[src/rtl/lsu_pkg.sv]
package lsu_pkg;
  typedef enum logic [1:0] {
    ACC_WORD = 2'd0,
    ACC_HALF = 2'd1,
    ACC_BYTE = 2'd2
  } acc_size_e;

  localparam logic [5:0] OP_LDW  = 6'h30;
  localparam logic [5:0] OP_LDH  = 6'h31;
  localparam logic [5:0] OP_LDHU = 6'h32;
  localparam logic [5:0] OP_LDB  = 6'h33;
  localparam logic [5:0] OP_LDBU = 6'h34;
  localparam logic [5:0] OP_STW  = 6'h35;
  localparam logic [5:0] OP_STH  = 6'h36;
  localparam logic [5:0] OP_STB  = 6'h37;
endpackage

[src/rtl/lsu_addr_gen.sv]
module lsu_addr_gen
  import lsu_pkg::*;
#(
  parameter int DATA_W = 32,
  parameter int OFF_W  = 16,
  parameter int OP_W   = 6
) (
  input  logic [OP_W-1:0]   op,
  input  logic [DATA_W-1:0] base,
  input  logic [OFF_W-1:0]  offset,
  output logic [DATA_W-1:0] ea,
  output logic              is_load,
  output logic              is_store,
  output acc_size_e         size,
  output logic              sign_ext,
  output logic              misaligned
);
  localparam int EXT_W = DATA_W - OFF_W;

  always_comb begin
    ea = base + {{EXT_W{offset[OFF_W-1]}}, offset};
  end

  always_comb begin
    is_load  = 1'b0;
    is_store = 1'b0;
    size     = ACC_WORD;
    sign_ext = 1'b0;
    unique case (op)
      OP_LDW:  begin is_load = 1'b1; size = ACC_WORD; end
      OP_LDH:  begin is_load = 1'b1; size = ACC_HALF; sign_ext = 1'b1; end
      OP_LDHU: begin is_load = 1'b1; size = ACC_HALF; end
      OP_LDB:  begin is_load = 1'b1; size = ACC_BYTE; sign_ext = 1'b1; end
      OP_LDBU: begin is_load = 1'b1; size = ACC_BYTE; end
      OP_STW:  begin is_store = 1'b1; size = ACC_WORD; end
      OP_STH:  begin is_store = 1'b1; size = ACC_HALF; end
      OP_STB:  begin is_store = 1'b1; size = ACC_BYTE; end
      default: ;
    endcase
  end

  always_comb begin
    unique case (size)
      ACC_WORD: misaligned = |ea[1:0];
      ACC_HALF: misaligned = ea[0];
      default:  misaligned = 1'b0;
    endcase
  end
endmodule

[src/rtl/lsu_store_lane.sv]
module lsu_store_lane
  import lsu_pkg::*;
#(
  parameter int DATA_W = 32
) (
  input  acc_size_e           size,
  input  logic [1:0]          lane_off,
  input  logic [DATA_W-1:0]   src,
  output logic [DATA_W-1:0]   wdata,
  output logic [DATA_W/8-1:0] be
);
  localparam int LANES = DATA_W / 8;
  localparam int HALFS = LANES / 2;

  logic [DATA_W-1:0] rep_byte;
  logic [DATA_W-1:0] rep_half;

  for (genvar g = 0; g < LANES; g++) begin : g_byte_rep
    assign rep_byte[g*8 +: 8] = src[7:0];
  end
  for (genvar g = 0; g < HALFS; g++) begin : g_half_rep
    assign rep_half[g*16 +: 16] = src[15:0];
  end

  always_comb begin
    unique case (size)
      ACC_HALF: begin
        wdata = rep_half;
        be    = lane_off[1] ? 4'b0011 : 4'b1100;
      end
      ACC_BYTE: begin
        wdata = rep_byte;
        be    = 4'b1000 >> lane_off;
      end
      default: begin
        wdata = src;
        be    = '1;
      end
    endcase
  end
endmodule

[src/rtl/lsu_load_extract.sv]
module lsu_load_extract
  import lsu_pkg::*;
#(
  parameter int DATA_W = 32
) (
  input  logic [DATA_W-1:0] word,
  input  acc_size_e         size,
  input  logic              sign_ext,
  input  logic [1:0]        lane_off,
  output logic [DATA_W-1:0] value
);
  logic [15:0] half_sel;
  logic [7:0]  byte_sel;

  always_comb begin
    half_sel = lane_off[1] ? word[15:0] : word[31:16];
    unique case (lane_off)
      2'd0:    byte_sel = word[31:24];
      2'd1:    byte_sel = word[23:16];
      2'd2:    byte_sel = word[15:8];
      default: byte_sel = word[7:0];
    endcase
  end

  always_comb begin
    unique case (size)
      ACC_HALF: value = {{(DATA_W-16){sign_ext & half_sel[15]}}, half_sel};
      ACC_BYTE: value = {{(DATA_W-8){sign_ext & byte_sel[7]}}, byte_sel};
      default:  value = word;
    endcase
  end
endmodule

[src/rtl/lsu_align_unit.sv]
module lsu_align_unit
  import lsu_pkg::*;
#(
  parameter int DATA_W = 32,
  parameter int OFF_W  = 16,
  parameter int OP_W   = 6
) (
  input  logic                clk,
  input  logic                rst_n,
  input  logic                req_valid,
  input  logic [OP_W-1:0]     req_op,
  input  logic [DATA_W-1:0]   req_base,
  input  logic [OFF_W-1:0]    req_offset,
  input  logic [DATA_W-1:0]   req_wdata,
  input  logic                rsp_valid,
  input  logic [DATA_W-1:0]   rsp_rdata,
  output logic [DATA_W-1:0]   mem_addr,
  output logic [DATA_W-1:0]   mem_wdata,
  output logic [DATA_W/8-1:0] mem_be,
  output logic                mem_we,
  output logic                mem_re,
  output logic                misalign_exc,
  output logic                ld_valid,
  output logic [DATA_W-1:0]   ld_data
);
  localparam int BE_W = DATA_W / 8;

  // Reset: asserted asynchronously, released through two flops
  logic rst_meta_q, rst_int_n;
  always_ff @(posedge clk or negedge rst_n) begin
    if (!rst_n) begin
      rst_meta_q <= 1'b0;
      rst_int_n  <= 1'b0;
    end else begin
      rst_meta_q <= 1'b1;
      rst_int_n  <= rst_meta_q;
    end
  end

  // Request decode and effective address
  logic [DATA_W-1:0] ea;
  logic              dec_load, dec_store, dec_sign, dec_mis;
  acc_size_e         dec_size;

  lsu_addr_gen #(.DATA_W(DATA_W), .OFF_W(OFF_W), .OP_W(OP_W)) u_addr (
    .op(req_op), .base(req_base), .offset(req_offset), .ea(ea),
    .is_load(dec_load), .is_store(dec_store), .size(dec_size),
    .sign_ext(dec_sign), .misaligned(dec_mis)
  );

  logic [DATA_W-1:0] st_wdata;
  logic [BE_W-1:0]   st_be;

  lsu_store_lane #(.DATA_W(DATA_W)) u_store (
    .size(dec_size), .lane_off(ea[1:0]), .src(req_wdata),
    .wdata(st_wdata), .be(st_be)
  );

  // Latched load context
  acc_size_e  ctx_size_q, ctx_size_d;
  logic       ctx_sign_q, ctx_sign_d;
  logic [1:0] ctx_off_q, ctx_off_d;
  logic [DATA_W-1:0] ld_value;

  lsu_load_extract #(.DATA_W(DATA_W)) u_load (
    .word(rsp_rdata), .size(ctx_size_q), .sign_ext(ctx_sign_q),
    .lane_off(ctx_off_q), .value(ld_value)
  );

  // Next-state logic
  logic              acc_en, addr_en, wdata_en, ctx_en, ldd_en;
  logic              we_d, re_d, exc_d;
  logic [BE_W-1:0]   be_d;

  always_comb begin
    acc_en     = req_valid & (dec_load | dec_store);
    addr_en    = acc_en;
    wdata_en   = req_valid & dec_store;
    exc_d      = acc_en & dec_mis;
    we_d       = req_valid & dec_store & ~dec_mis;
    re_d       = req_valid & dec_load & ~dec_mis;
    be_d       = we_d ? st_be : '0;
    ctx_en     = re_d;
    ctx_size_d = dec_size;
    ctx_sign_d = dec_sign;
    ctx_off_d  = ea[1:0];
    ldd_en     = rsp_valid;
  end

  // Registers
  always_ff @(posedge clk or negedge rst_int_n) begin
    if (!rst_int_n) begin
      mem_addr     <= '0;
      mem_wdata    <= '0;
      mem_be       <= '0;
      mem_we       <= 1'b0;
      mem_re       <= 1'b0;
      misalign_exc <= 1'b0;
      ld_valid     <= 1'b0;
      ld_data      <= '0;
      ctx_size_q   <= ACC_WORD;
      ctx_sign_q   <= 1'b0;
      ctx_off_q    <= 2'd0;
    end else begin
      mem_we       <= we_d;
      mem_re       <= re_d;
      misalign_exc <= exc_d;
      mem_be       <= be_d;
      ld_valid     <= rsp_valid;
      if (addr_en)  mem_addr  <= ea;
      if (wdata_en) mem_wdata <= st_wdata;
      if (ldd_en)   ld_data   <= ld_value;
      if (ctx_en) begin
        ctx_size_q <= ctx_size_d;
        ctx_sign_q <= ctx_sign_d;
        ctx_off_q  <= ctx_off_d;
      end
    end
  end


  mis_blocks_access_chk: assert property (@(posedge clk) disable iff (!rst_int_n)
    misalign_exc |-> (!mem_we && !mem_re && mem_be == '0));

  we_re_exclusive_chk: assert property (@(posedge clk) disable iff (!rst_int_n)
    !(mem_we && mem_re));

  be_only_with_write_chk: assert property (@(posedge clk) disable iff (!rst_int_n)
    mem_we |-> ($countones(mem_be) inside {1, 2, 4}));

  ld_follows_rsp_chk: assert property (@(posedge clk) disable iff (!rst_int_n)
    rsp_valid |=> ld_valid);

  idle_no_strobe_chk: assert property (@(posedge clk) disable iff (!rst_int_n)
    !req_valid |=> (!mem_we && !mem_re && !misalign_exc));

  idle_addr_hold_chk: assert property (@(posedge clk) disable iff (!rst_int_n)
    !req_valid |=> $stable(mem_addr));
endmodule

[config.mk]
export PLATFORM = sky130hd
export DESIGN_NAME = lsu_align_unit
export DESIGN_NICKNAME = d
export VERILOG_FILES = /design/src/rtl/lsu_pkg.sv /design/src/rtl/lsu_addr_gen.sv /design/src/rtl/lsu_store_lane.sv /design/src/rtl/lsu_load_extract.sv /design/src/rtl/lsu_align_unit.sv
export SDC_FILE = /design/constraint.sdc
export NUM_CORES = 1
export LEC_CHECK = 0
export BUFFER_PORTS_ARGS = -buffer_cell sky130_fd_sc_hd__buf_2
export CELL_PAD_IN_SITES_DETAIL_PLACEMENT = 2
export CELL_PAD_IN_SITES_GLOBAL_PLACEMENT = 2
export CORE_ASPECT_RATIO = 1.1
export CORE_MARGIN = 2
export CORE_UTILIZATION = 29
export DETAILED_ROUTE_END_ITERATION = 8
export PLACE_DENSITY = 0.79
export SETUP_SLACK_MARGIN = 0.4
export SKIP_CTS_REPAIR_TIMING = 1
export SYNTH_ARGS = -nofsm -noshare
export SYNTH_HDL_FRONTEND = slang
export SYNTH_SLANG_ARGS = --single-unit
[constraint.sdc]
create_clock -name clk -period 4.3 [get_ports clk]
set_clock_uncertainty 0.1 [all_clocks]
set_input_delay 0.43 -clock clk [delete_from_list [all_inputs] [get_ports clk]]
set_output_delay 0.43 -clock clk [all_outputs]
set_load 0.02 [all_outputs]
==> flow_metrics.env <==
export IMPL_gp_congestion=0.805
export IMPL_worstPathCellList="mux2_2, nor2_1, a311o_1, nor3_1, a221oi_1, a21oi_1"
export IMPL_drive_gt1_frac=0.277
export IMPL_drv_cap=0
export IMPL_holdCritPathClass="in -> reg"
export IMPL_grt_first_pass_wirelength_mm=38.3
export IMPL_ys_seq_elements=111
export IMPL_clkSlewWorstSetupHoldPaths_ns=0.09
export IMPL_viasPerCell=5.15
export IMPL_startpoint_type="register"
export IMPL_wl_per_cell_um=19.1
export IMPL_synth_nets=917
export IMPL_holdWs_ns=0.220
export IMPL_max_freq_ghz=0.345
export IMPL_num_vias=6468
export IMPL_io_pins=226
export IMPL_final_hold_violation_count=0
export IMPL_endpoint_kind="register"
export IMPL_first_iter_violations=205
export IMPL_top_layer="met4"
export IMPL_syn_area_per_cell_sq_um=8.69
export IMPL_synth_warnings=0
export IMPL_ant_nets=0
export IMPL_ys_seq_area_frac=0.421
export IMPL_clock_latency_ns=0.36
export IMPL_finalPower_uw=3750
export IMPL_cts_sinks=111
export IMPL_track_usage=0.201
export IMPL_netlist_top_cell_by_area="dfrtp_1"
export IMPL_cts_max_level=3
export IMPL_dr_wl_met2_mm=12.6
export IMPL_syn_area_sq_um=6590
export IMPL_final_common_cell="buf_2"
export IMPL_drt_met1_wl_mm=10.2
export IMPL_nFillCells=2557
export IMPL_place_worst_setup_slack_ns=1.14
export IMPL_cts_tree="built"
export IMPL_powerDensity_nw_per_um2=454
export IMPL_cts_buffers=9
export IMPL_die_w_um=148
export IMPL_cp_required_ns=4.47
export IMPL_worst_pin_slew_ns=1.04
export IMPL_grt_antenna_before_repair=1
export IMPL_port_buffers=225
export IMPL_die_h_um=162
export IMPL_slowest_stage="dfrtp_1"
export IMPL_ys_types=53
export IMPL_wl_met3_um=831
export IMPL_slew_violations=0
export IMPL_root_buffer="clkbuf_16"
export IMPL_ir_drop_uv=169
export IMPL_period_minus_slack_ns=2.90
export IMPL_maxSlewHeadroom=0.304
export IMPL_finalSetupViolations=0
export IMPL_synth_edff_count=0
export IMPL_initial_core_util=0.297
export IMPL_synthArstFlopShare=1.00
export IMPL_syn2layout_area_growth_pct=25.4
export IMPL_rsz0062_at_grt="false"
export IMPL_drc_errors=0
export IMPL_first_pass_iters=4
export IMPL_finalWorstSetupSlack_ns=1.40
export IMPL_status="finished, final reports clean"
export IMPL_slowest_delay_ns=0.88
export IMPL_crit_fanout=21
export IMPL_hpwl_mm=18.5
export IMPL_worstPathArrival_ns=3.07
export IMPL_synth_cells=758
export IMPL_grt_start_max_net_pins=61
export IMPL_final_setup_tns_ns=0
export IMPL_synthTopCellsByArea="dfrtp_1, ha_1, a21oi_1"
export IMPL_synth_flop_cell="dfrtp_1"
export IMPL_final_cell_mix="buf_2, dfrtp_1, nand2_1"
export IMPL_fin_crit_sh=0.674
export IMPL_synth_top_area_share=0.421
export IMPL_num_rows=57
export IMPL_core_area_sq_um=22200
export IMPL_die_area_sq_um=23900
export IMPL_grt_ovfl_total=0
export IMPL_fin_nets=1115
export IMPL_cts_max_path_buffers=2
export IMPL_p_leak_uw=0.00407
export IMPL_worst_setup_path_type="reg -> reg"
export IMPL_post_dp_cell_area_sq_um=7960
export IMPL_wl_mm=23.9
export IMPL_final_area_sq_um=8270
export IMPL_grt_pass1_vias=7174
report_power, final:
group | internal, uW | switching (uW) | leakage [uW]
sequential | 1280 | 162 | 0.00138
combinational | 522 | 928 | 0.00255
clock | 411 | 449 | 0.000142
total | 2220 | 1540 | 0.00407
metal layers:
layer,track usage,vias up
met5,0,-
met4,0.0542,0
met3,0.0233,17
met2,0.374,151
met1,0.243,3205
li1,-,3095
final timing paths:
check / start / to / slack, ns / depth (start not counted)
worst max-delay path: ctx_off_q[1] / ld_data[12] / 1.40 / 6
worst min-delay path: rsp_rdata[23] / ld_data[23] / 0.22 / 3
worst max register to register: ctx_off_q[1] / ld_data[12] / 1.40 / 6
worst min register to register: rst_meta_q / rst_int_n / 0.26 / 0
max in group asynchronous: rst_int_n / mem_wdata[19] / 2.84 / 1
min in group asynchronous: rst_n / rst_int_n / 0.27 / 2
per-stage QoR:
stage	utilization	std cells
2_1_floorplan	-	758
3_3_place_gp	0.359	1239
3_5_place_dp	0.359	1239
4_1_cts	0.372	1255
5_1_grt	0.373	1257
6_report	0.373	1257
cell families (layout without fill, tap and decap cells):
kind of cell,Yosys count,count (layout),synth area share
flip-flops,111,111,0.421
multiplexers,21,21,0.0342
adder cells (fa/ha/maj),37,37,0.0714
AO/OA/AOI/OAI,246,246,0.234
other,1,2,0.000569
buffers and inverters,65,268,0.0378
AND/OR/NAND/NOR,256,256,0.172
XOR/XNOR,21,21,0.0279
state kept, by name, indices dropped and copies added, names as in the netlist:
| name | flops |
|---|---|
| ctx_off_q | 2 |
| ctx_sign_q | 1 |
| ctx_size_q | 2 |
| ld_data | 32 |
| ld_valid | 1 |
| mem_addr | 32 |
| mem_be | 4 |
| mem_re | 1 |
| mem_wdata | 32 |
| mem_we | 1 |
| misalign_exc | 1 |
| rst_int_n | 1 |
| rst_meta_q | 1 |
cell type report:
class	count	area, sq um	share of cell area
well taps	295	369	0.0446
diodes	1	2.50	0.000303
clock inverters	6	62.6	0.00757
flip-flops and latches	111	2780	0.336
multi-input cells	582	3570	0.431
clock buffers	10	229	0.0277
inverters	20	75.1	0.00908
repair buffers	232	1180	0.143
cells in the mapped netlist, types with 4 or more instances:
cell and number:
a21oi_1 83, nand2_1 107, nor2b_1 18, a22o_1 7, a211oi_1 5, a21o_1 13, nand3_1 11, a31oi_1 5
mux2_2 12, mux2i_1 9, o21a_1 4, nor3_1 4, nand2b_1 5, xnor2_1 11, and2_1 4, xor2_1 10
a22oi_1 8, o31ai_1 18, inv_1 20, nand4_1 13, ha_1 36, buf_2 4, o21bai_1 8, clkbuf_1 41
a221oi_1 16, o21ai_0 58, or4_1 4, dfrtp_1 111, nor2_1 76
worst max-delay path: cells and delay by family (launching register included):
kind             cells  cell delay (ns)
AND/OR/NAND/NOR      2             0.75
flip-flops           1             0.88
multiplexers         1             0.32
AO/OA/AOI/OAI        3             0.76
No activity file was read; power rests on OpenSTA's default activity.
